**config.mk**
```make
export PLATFORM = sky130hd
export DESIGN_NAME = nzcv_alu
export DESIGN_NICKNAME = d
export VERILOG_FILES = /design/src/rtl/nzcv_alu_pkg.sv /design/src/rtl/nzcv_operand_prep.sv /design/src/rtl/nzcv_adder.sv /design/src/rtl/nzcv_flag_unit.sv /design/src/rtl/nzcv_alu.sv
export SDC_FILE = /design/constraint.sdc
export NUM_CORES = 1
export LEC_CHECK = 0
export ABC_AREA = 1
export BUFFER_PORTS_ARGS = -buffer_cell sky130_fd_sc_hd__buf_2
export CORE_MARGIN = 8
export CORE_UTILIZATION = 57
export DETAILED_ROUTE_END_ITERATION = 12
export GPL_ROUTABILITY_DRIVEN = 0
export PLACE_DENSITY = 0.86
export SLEW_MARGIN = 30
export SYNTH_ARGS = -nofsm -noshare
export SYNTH_HDL_FRONTEND = slang
export SYNTH_SLANG_ARGS = --single-unit
```
**constraint.sdc**
```tcl
create_clock -name vclk -period 2.9
set_input_delay 0.145 -clock vclk [all_inputs]
set_output_delay 0.145 -clock vclk [all_outputs]
set_load 0.005 [all_outputs]
```
**src/rtl/nzcv_alu_pkg.sv**
```systemverilog
package nzcv_alu_pkg;

  typedef enum logic [1:0] {
    OP_ADD = 2'b00,
    OP_SUB = 2'b01,
    OP_AND = 2'b10,
    OP_OR  = 2'b11
  } alu_op_e;

  localparam int unsigned ADDER_PREFIX = 0;
  localparam int unsigned ADDER_RIPPLE = 1;

endpackage

```
**src/rtl/nzcv_operand_prep.sv**
```systemverilog
module nzcv_operand_prep #(
  parameter int unsigned W = 32
) (
  input  logic [W-1:0] b_i,
  input  logic         invert_i,
  output logic [W-1:0] b_eff_o,
  output logic         cin_o
);
  // Two's-complement negation is split: invert here, +1 enters as carry-in.
  assign b_eff_o = b_i ^ {W{invert_i}};
  assign cin_o   = invert_i;
endmodule

```
**src/rtl/nzcv_adder.sv**
```systemverilog
module nzcv_adder #(
  parameter int unsigned W    = 32,
  parameter int unsigned KIND = 0
) (
  input  logic [W-1:0] x_i,
  input  logic [W-1:0] y_i,
  input  logic         cin_i,
  output logic [W-1:0] sum_o,
  output logic         cout_o
);
  localparam int unsigned LVL = (W > 1) ? $clog2(W) : 1;

  logic [W-1:0] half;
  logic [W-1:0] cvec;
  logic         ctop;

  assign half = x_i ^ y_i;

  generate
    if (KIND == 0) begin : g_prefix
      // Parallel-prefix tree; carry-in folded into column 0 generate.
      logic [W-1:0] gg, pp, gn, pn;
      always_comb begin
        gg    = x_i & y_i;
        pp    = half;
        gg[0] = gg[0] | (pp[0] & cin_i);
        gn    = gg;
        pn    = pp;
        for (int l = 0; l < int'(LVL); l++) begin
          for (int i = 0; i < int'(W); i++) begin
            if (i >= (1 << l)) begin
              gn[i] = gg[i] | (pp[i] & gg[i - (1 << l)]);
              pn[i] = pp[i] & pp[i - (1 << l)];
            end else begin
              gn[i] = gg[i];
              pn[i] = pp[i];
            end
          end
          gg = gn;
          pp = pn;
        end
      end
      assign cvec = {gg[W-2:0], cin_i};
      assign ctop = gg[W-1];
    end else begin : g_ripple
      logic [W:0] chain;
      always_comb begin
        chain[0] = cin_i;
        for (int i = 0; i < int'(W); i++) begin
          chain[i+1] = (x_i[i] & y_i[i]) | (half[i] & chain[i]);
        end
      end
      assign cvec = chain[W-1:0];
      assign ctop = chain[W];
    end
  endgenerate

  assign sum_o  = half ^ cvec;
  assign cout_o = ctop;
endmodule

```
**src/rtl/nzcv_flag_unit.sv**
```systemverilog
module nzcv_flag_unit #(
  parameter int unsigned W = 32
) (
  input  logic [1:0]   op_i,
  input  logic         a_msb_i,
  input  logic         b_msb_i,
  input  logic         sum_msb_i,
  input  logic         cout_i,
  input  logic [W-1:0] result_i,
  output logic         neg_o,
  output logic         zero_o,
  output logic         carry_o,
  output logic         ovf_o
);
  logic arith;
  logic sign_flip;
  logic sign_match;

  assign arith      = ~op_i[1];
  // Sum sign left A's sign.
  assign sign_flip  = a_msb_i ^ sum_msb_i;
  // Add: operands alike. Subtract: operands unlike.
  assign sign_match = ~(a_msb_i ^ b_msb_i ^ op_i[0]);

  assign neg_o   = result_i[W-1];
  assign zero_o  = ~|result_i;
  assign carry_o = arith & cout_i;
  assign ovf_o   = arith & sign_flip & sign_match;
endmodule

```
**src/rtl/nzcv_alu.sv**
```systemverilog
module nzcv_alu
  import nzcv_alu_pkg::*;
#(
  parameter int unsigned WIDTH      = 32,
  parameter int unsigned ADDER_KIND = ADDER_PREFIX
) (
  input  logic [WIDTH-1:0] a_i,
  input  logic [WIDTH-1:0] b_i,
  input  logic [1:0]       op_i,
  output logic [WIDTH-1:0] result_o,
  output logic             neg_o,
  output logic             zero_o,
  output logic             carry_o,
  output logic             ovf_o
);
  localparam int unsigned MSB = WIDTH - 1;

  alu_op_e          op;
  logic [WIDTH-1:0] b_eff;
  logic             cin;
  logic [WIDTH-1:0] sum;
  logic             cout;

  assign op = alu_op_e'(op_i);

  nzcv_operand_prep #(.W(WIDTH)) u_prep (
    .b_i     (b_i),
    .invert_i(op_i[0]),
    .b_eff_o (b_eff),
    .cin_o   (cin)
  );

  nzcv_adder #(.W(WIDTH), .KIND(ADDER_KIND)) u_add (
    .x_i   (a_i),
    .y_i   (b_eff),
    .cin_i (cin),
    .sum_o (sum),
    .cout_o(cout)
  );

  always_comb begin
    unique case (op)
      OP_ADD, OP_SUB: result_o = sum;
      OP_AND:         result_o = a_i & b_i;
      OP_OR:          result_o = a_i | b_i;
      default:        result_o = sum;
    endcase
  end

  nzcv_flag_unit #(.W(WIDTH)) u_flags (
    .op_i     (op_i),
    .a_msb_i  (a_i[MSB]),
    .b_msb_i  (b_i[MSB]),
    .sum_msb_i(sum[MSB]),
    .cout_i   (cout),
    .result_i (result_o),
    .neg_o    (neg_o),
    .zero_o   (zero_o),
    .carry_o  (carry_o),
    .ovf_o    (ovf_o)
  );
endmodule

```
==> results.yml, run 1 <==
run_status:
  status: "finished clean"
sta:
  final-hold-violation-count: 0
  worst_pin_slew_ns: 0.397
  drv_slew: 0
  max_slew_margin_pct: 73.6
  period_needed_ns: 2.86
  fin_crit_sh_pct: 98.6
  max_freq_mhz: 350
  setup_viol: 0
power_and_ir_drop:
  power.leakage_nw: 2.93
  irDropWorstVdd_uv: 132
  power_mw: 1.17
  powerDensity_nw_per_um2: 241
cells_and_area:
  antenna_cells: 0
  final_net_count: 1013
  mostFrequentLayoutCell: "nand2_1"
  drive_above_1_share_pct: 25.6
  area_growth_pct: 29.8
  clkbuf_count: 0
  seqCellArea_um2: 0
  fin_area_um2: 4850
  layout_common_cells: "240 x nand2_1, 132 x inv_1, 121 x nor2_1"
  seq_cells: 0
setup_path:
  worstSetupEndpointType: "output port"
  cp_max_fo: 14
  path_class: "in -> out"
  arrival_ns: 2.72
  cp.required_ns: 2.76
  start_kind: "input port"
route:
  drcViolationCount: 0
  post_drt_wl_per_cell_um: 13.3
  routed_wl_um: 13100
  antenna_left: 0
  firstDrtPassIters: 6
  avgViaCountPerCell: 5.50
  drtIter0Drc: 519
  vias: 5425
global_routing:
  gr-usage-all-layers_pct: 22.4
  grt.overflow.total: 0
  grt_max_degree: 35
  antenna_found_initial: 0
  grt_pass1_wl_um: 19100
  first_global_vias: 4475
flow_run:
  cap_violations: 0
synth:
  netlist_area_um2: 3730
  synth.distinct_cells: 32
  synth_nets: 899
  syn_avg_cell_area_um2: 4.68
  yosysTopAreaCellShare_pct: 26.3
  synth_top_area_cell: "nand2_1"
  ys_seq_area_share_pct: 0
  netlist_instances: 797
  ys_warn_count: 0
  yosys-top-cells-area: "nand2_1 26%, nor2_1 14%, inv_1 13%, ha_1 12%, nand3_1 8.4%"
floorplan:
  start_util_pct: 58.8
  rows: 29
  fp.dieW_um: 96.9
  die_y_um: 96.9
  dieArea_um2: 9390
  io_pins: 102
  coreArea_um2: 6350
worst_hold_path:
  hp-class: "in -> out"
placed_design:
  placed_cell_area_um2: 4380
  place_hpwl_um: 9900
  io_buffer_count: 102
## cells in the mapped netlist (7+ instances only)
cell	count
nand2_1	262
inv_2	11
o21ai_0	37
ha_1	35
inv_1	134
o21bai_1	7
a21oi_1	31
nor2_1	142
nand4_1	11
nand3_1	63
nand3b_1	10
## layer usage
layer | vias to the layer above | GRT usage, % | wire length, um | share of wire (%)
li1 | 2694 | - | - | -
met1 | 2368 | 30.1 | 5320 | 41
met2 | 328 | 38.3 | 6070 | 46
met3 | 35 | 2.99 | 1500 | 11
met4 | 0 | 1.30 | 211 | 1.6
met5 | - | 0 | 0 | 0
## worst paths after layout
kind | endpoint | cells after the start | from
min | result_o[6] | 4 | a_i[6]
max | zero_o | 19 | op_i[0]
## timing repair
action,CTS,global route
cloned,0,2
pin swaps,0,23
hold buffers,0,0
setup buffers,0,10
endpoints found under the setup margin,1,1
gates resized for setup,2,88
## power breakdown
group	switching [mW]	total (mW)	leakage [nW]	internal [mW]
sequential	0	0	0	0
clock	0	0	0	0
combinational	0.712	1.17	2.93	0.458
## cell type report
type | count | area, um2
Inverter | 145 | 544
Timing Repair Buffer | 127 | 776
Multi-Input combinational cell | 637 | 3430
Tap cell | 77 | 96.3
Fill cell | 507 | 1500
## through the flow
stage | setup TNS, ns | cells | util [%] | setup WS, ns | hold WS (ns)
final | 0 | 986 | 76.3 | 0.0396 | 0.640
after detailed placement | -0.101 | 974 | 69.0 | -0.101 | 0.636
after global placement | -0.0129 | 974 | 69.0 | -0.0129 | 0.643
after global routing | -0.0791 | 986 | 76.3 | -0.0791 | 0.673
after CTS | 0 | 974 | 69.1 | 0.0276 | 0.636
after floorplan | 0 | 797 | - | 0.396 | 0.435
## logic make-up (layout without fill, tap and decap cells)
kind of cell | count (synthesis) | in the layout | synth area share, %
buffers and inverters | 160 | 272 | 16.7
adder cells (fa/ha/maj) | 36 | 36 | 12.3
AND/OR/NAND/NOR | 516 | 516 | 58.2
AO/OA/AOI/OAI | 80 | 80 | 11.6
XOR/XNOR | 5 | 5 | 1.17
## worst max-delay path: stages
cell,delay [ns]
buf_8,0.14
buf_8,0.14
nor2_1,0.14
nor2_2,0.08
ha_1,0.35
nand2_1,0.13
inv_2,0.06
a21oi_2,0.29
nand3_2,0.14
nand2_1,0.08
nand3_1,0.08
nand2_2,0.11
nand2_1,0.08
nor2_2,0.17
nand3_2,0.12
nor2_4,0.14
nand3_2,0.08
nor2_1,0.10
buf_2,0.11
Note: power is estimated with default switching activity, not from simulation.
==> run 2, diff against run 1 <==
MAX_ROUTING_LAYER = met4   (was default)
==> run 2 against run 1 <==
Wire length grew 0.12%. Hold slack worse by 0.0025 ns. First-iteration DRC count rose by 5.8%. Utilization did not move. Total power is essentially flat. Non-clock buffer count did not move. Via count rose by 0.26%. Global-route usage rose by 0.62 points. Final area stayed put. Highest routed layer unchanged.
==> results.yml, run 2 (synthesized netlist as in run 1, its figures left out) <==
sta:
  worst_pin_slew_ns: 0.399
  fin_crit_sh_pct: 98.2
  period_needed_ns: 2.85
  max_slew_margin_pct: 73.4
  drv_slew: 0
  max_freq_mhz: 351
  setup_viol: 0
  final-hold-violation-count: 0
cells_and_area:
  area_growth_pct: 29.8
  drive_above_1_share_pct: 25.6
  antenna_cells: 0
  final_net_count: 1013
  clkbuf_count: 0
  fin_cells: 986
  seqCellArea_um2: 0
  fin_area_um2: 4850
  mostFrequentLayoutCell: "nand2_1"
  layout_common_cells: "240 x nand2_1, 132 x inv_1, 121 x nor2_1"
  seq_cells: 0
setup_path:
  cp_max_fo: 14
  worstSetupEndpointType: "output port"
  arrival_ns: 2.70
  path_class: "in -> out"
  start_kind: "input port"
  cp.required_ns: 2.76
placed_design:
  place_hpwl_um: 9900
  place_inst: 974
  placed_cell_area_um2: 4380
  io_buffer_count: 102
floorplan:
  coreArea_um2: 6350
  fp.dieW_um: 96.9
  dieArea_um2: 9390
  rows: 29
  die_y_um: 96.9
  io_pins: 102
  start_util_pct: 58.8
route:
  drtIter0Drc: 549
  drcViolationCount: 0
  firstDrtPassIters: 6
  avgViaCountPerCell: 5.52
  routed_wl_um: 13100
  antenna_left: 0
  post_drt_wl_per_cell_um: 13.3
  vias: 5439
global_routing:
  first_global_vias: 4475
  antenna_found_initial: 0
  grt_max_degree: 35
  gr-usage-all-layers_pct: 23.0
  grt_pass1_wl_um: 19100
  grt.overflow.total: 0
power_and_ir_drop:
  power.leakage_nw: 2.93
  powerDensity_nw_per_um2: 242
  irDropWorstVdd_uv: 133
worst_hold_path:
  min-delay-start: "a_i[10]"
  hold-path-cell-count: 4
  hold_end: "result_o[10]"
  hp-class: "in -> out"
clock_network:
  cts_hold_buf: 0
run_status:
  status: "finished clean"
flow_run:
  cap_violations: 0
-- run 2: cell counts in the layout (fill, tap and decap cells not counted) --
No cell type changed its count.
-- run 2: metal layers --
| layer | vias to the layer above | global-route usage [%] | wire, um |
|---|---|---|---|
| li1 | 2695 | - | - |
| met1 | 2374 | 30.4 | 5360 |
| met2 | 329 | 38.3 | 6030 |
| met3 | 41 | 2.49 | 1480 |
| met4 | 0 | 1.30 | 243 |
| met5 | - | - | 0 |
-- run 2: metrics by stage --
stage,setup slack [ns],total power [mW],TNS (ns),hold WS [ns],utilization (%)
after floorplan,0.396,0.685,0,0.435,-
after global placement,-0.0129,0.977,-0.0129,0.643,69.0
after detailed placement,-0.101,0.991,-0.101,0.636,69.0
after CTS,0.0276,0.997,0,0.636,69.1
after global routing,-0.0791,1.29,-0.0791,0.673,76.3
final,0.0515,1.17,0,0.638,76.3
-- run 2: what timing repair did --
action / in CTS / in global routing
endpoints found under the setup margin: 1 / 1
gates resized for setup: 2 / 88
pin swaps: 0 / 23
gates cloned: 0 / 2
buffers inserted: 0 / 10
-- run 2: final cells by class --
cell class         count  area [um2]
fillers              507        1500
repair buffers       127         776
well taps             77        96.3
multi-input cells    637        3430
inverters            145         544
-- run 2: critical path, cell delays in order --
cell,delay (ns)
buf_8,0.14
buf_8,0.14
nor2_1,0.14
nor2_2,0.08
ha_1,0.35
nand2_1,0.13
inv_2,0.06
a21oi_2,0.28
nand3_2,0.14
nand2_1,0.08
nand3_1,0.07
nand2_2,0.12
nand2_1,0.08
nor2_2,0.17
nand3_2,0.12
nor2_4,0.14
nand3_2,0.09
nor2_1,0.10
buf_2,0.11
-- run 2: worst max path at each step --
stage	startpoint	to	depth (start not counted)
after CTS	op_i[0]	zero_o	20
after global placement	op_i[0]	zero_o	20
final	op_i[0]	zero_o	19
after global routing	op_i[0]	zero_o	21
after detailed placement	op_i[0]	zero_o	19
after floorplan	op_i[0]	zero_o	20
-- run 2: power breakdown --
part	internal [mW]	switching, mW	leakage, nW	total [mW]
sequential	0	0	0	0
clock	0	0	0	0
combinational	0.458	0.713	2.93	1.17
total	0.458	0.713	2.93	1.17
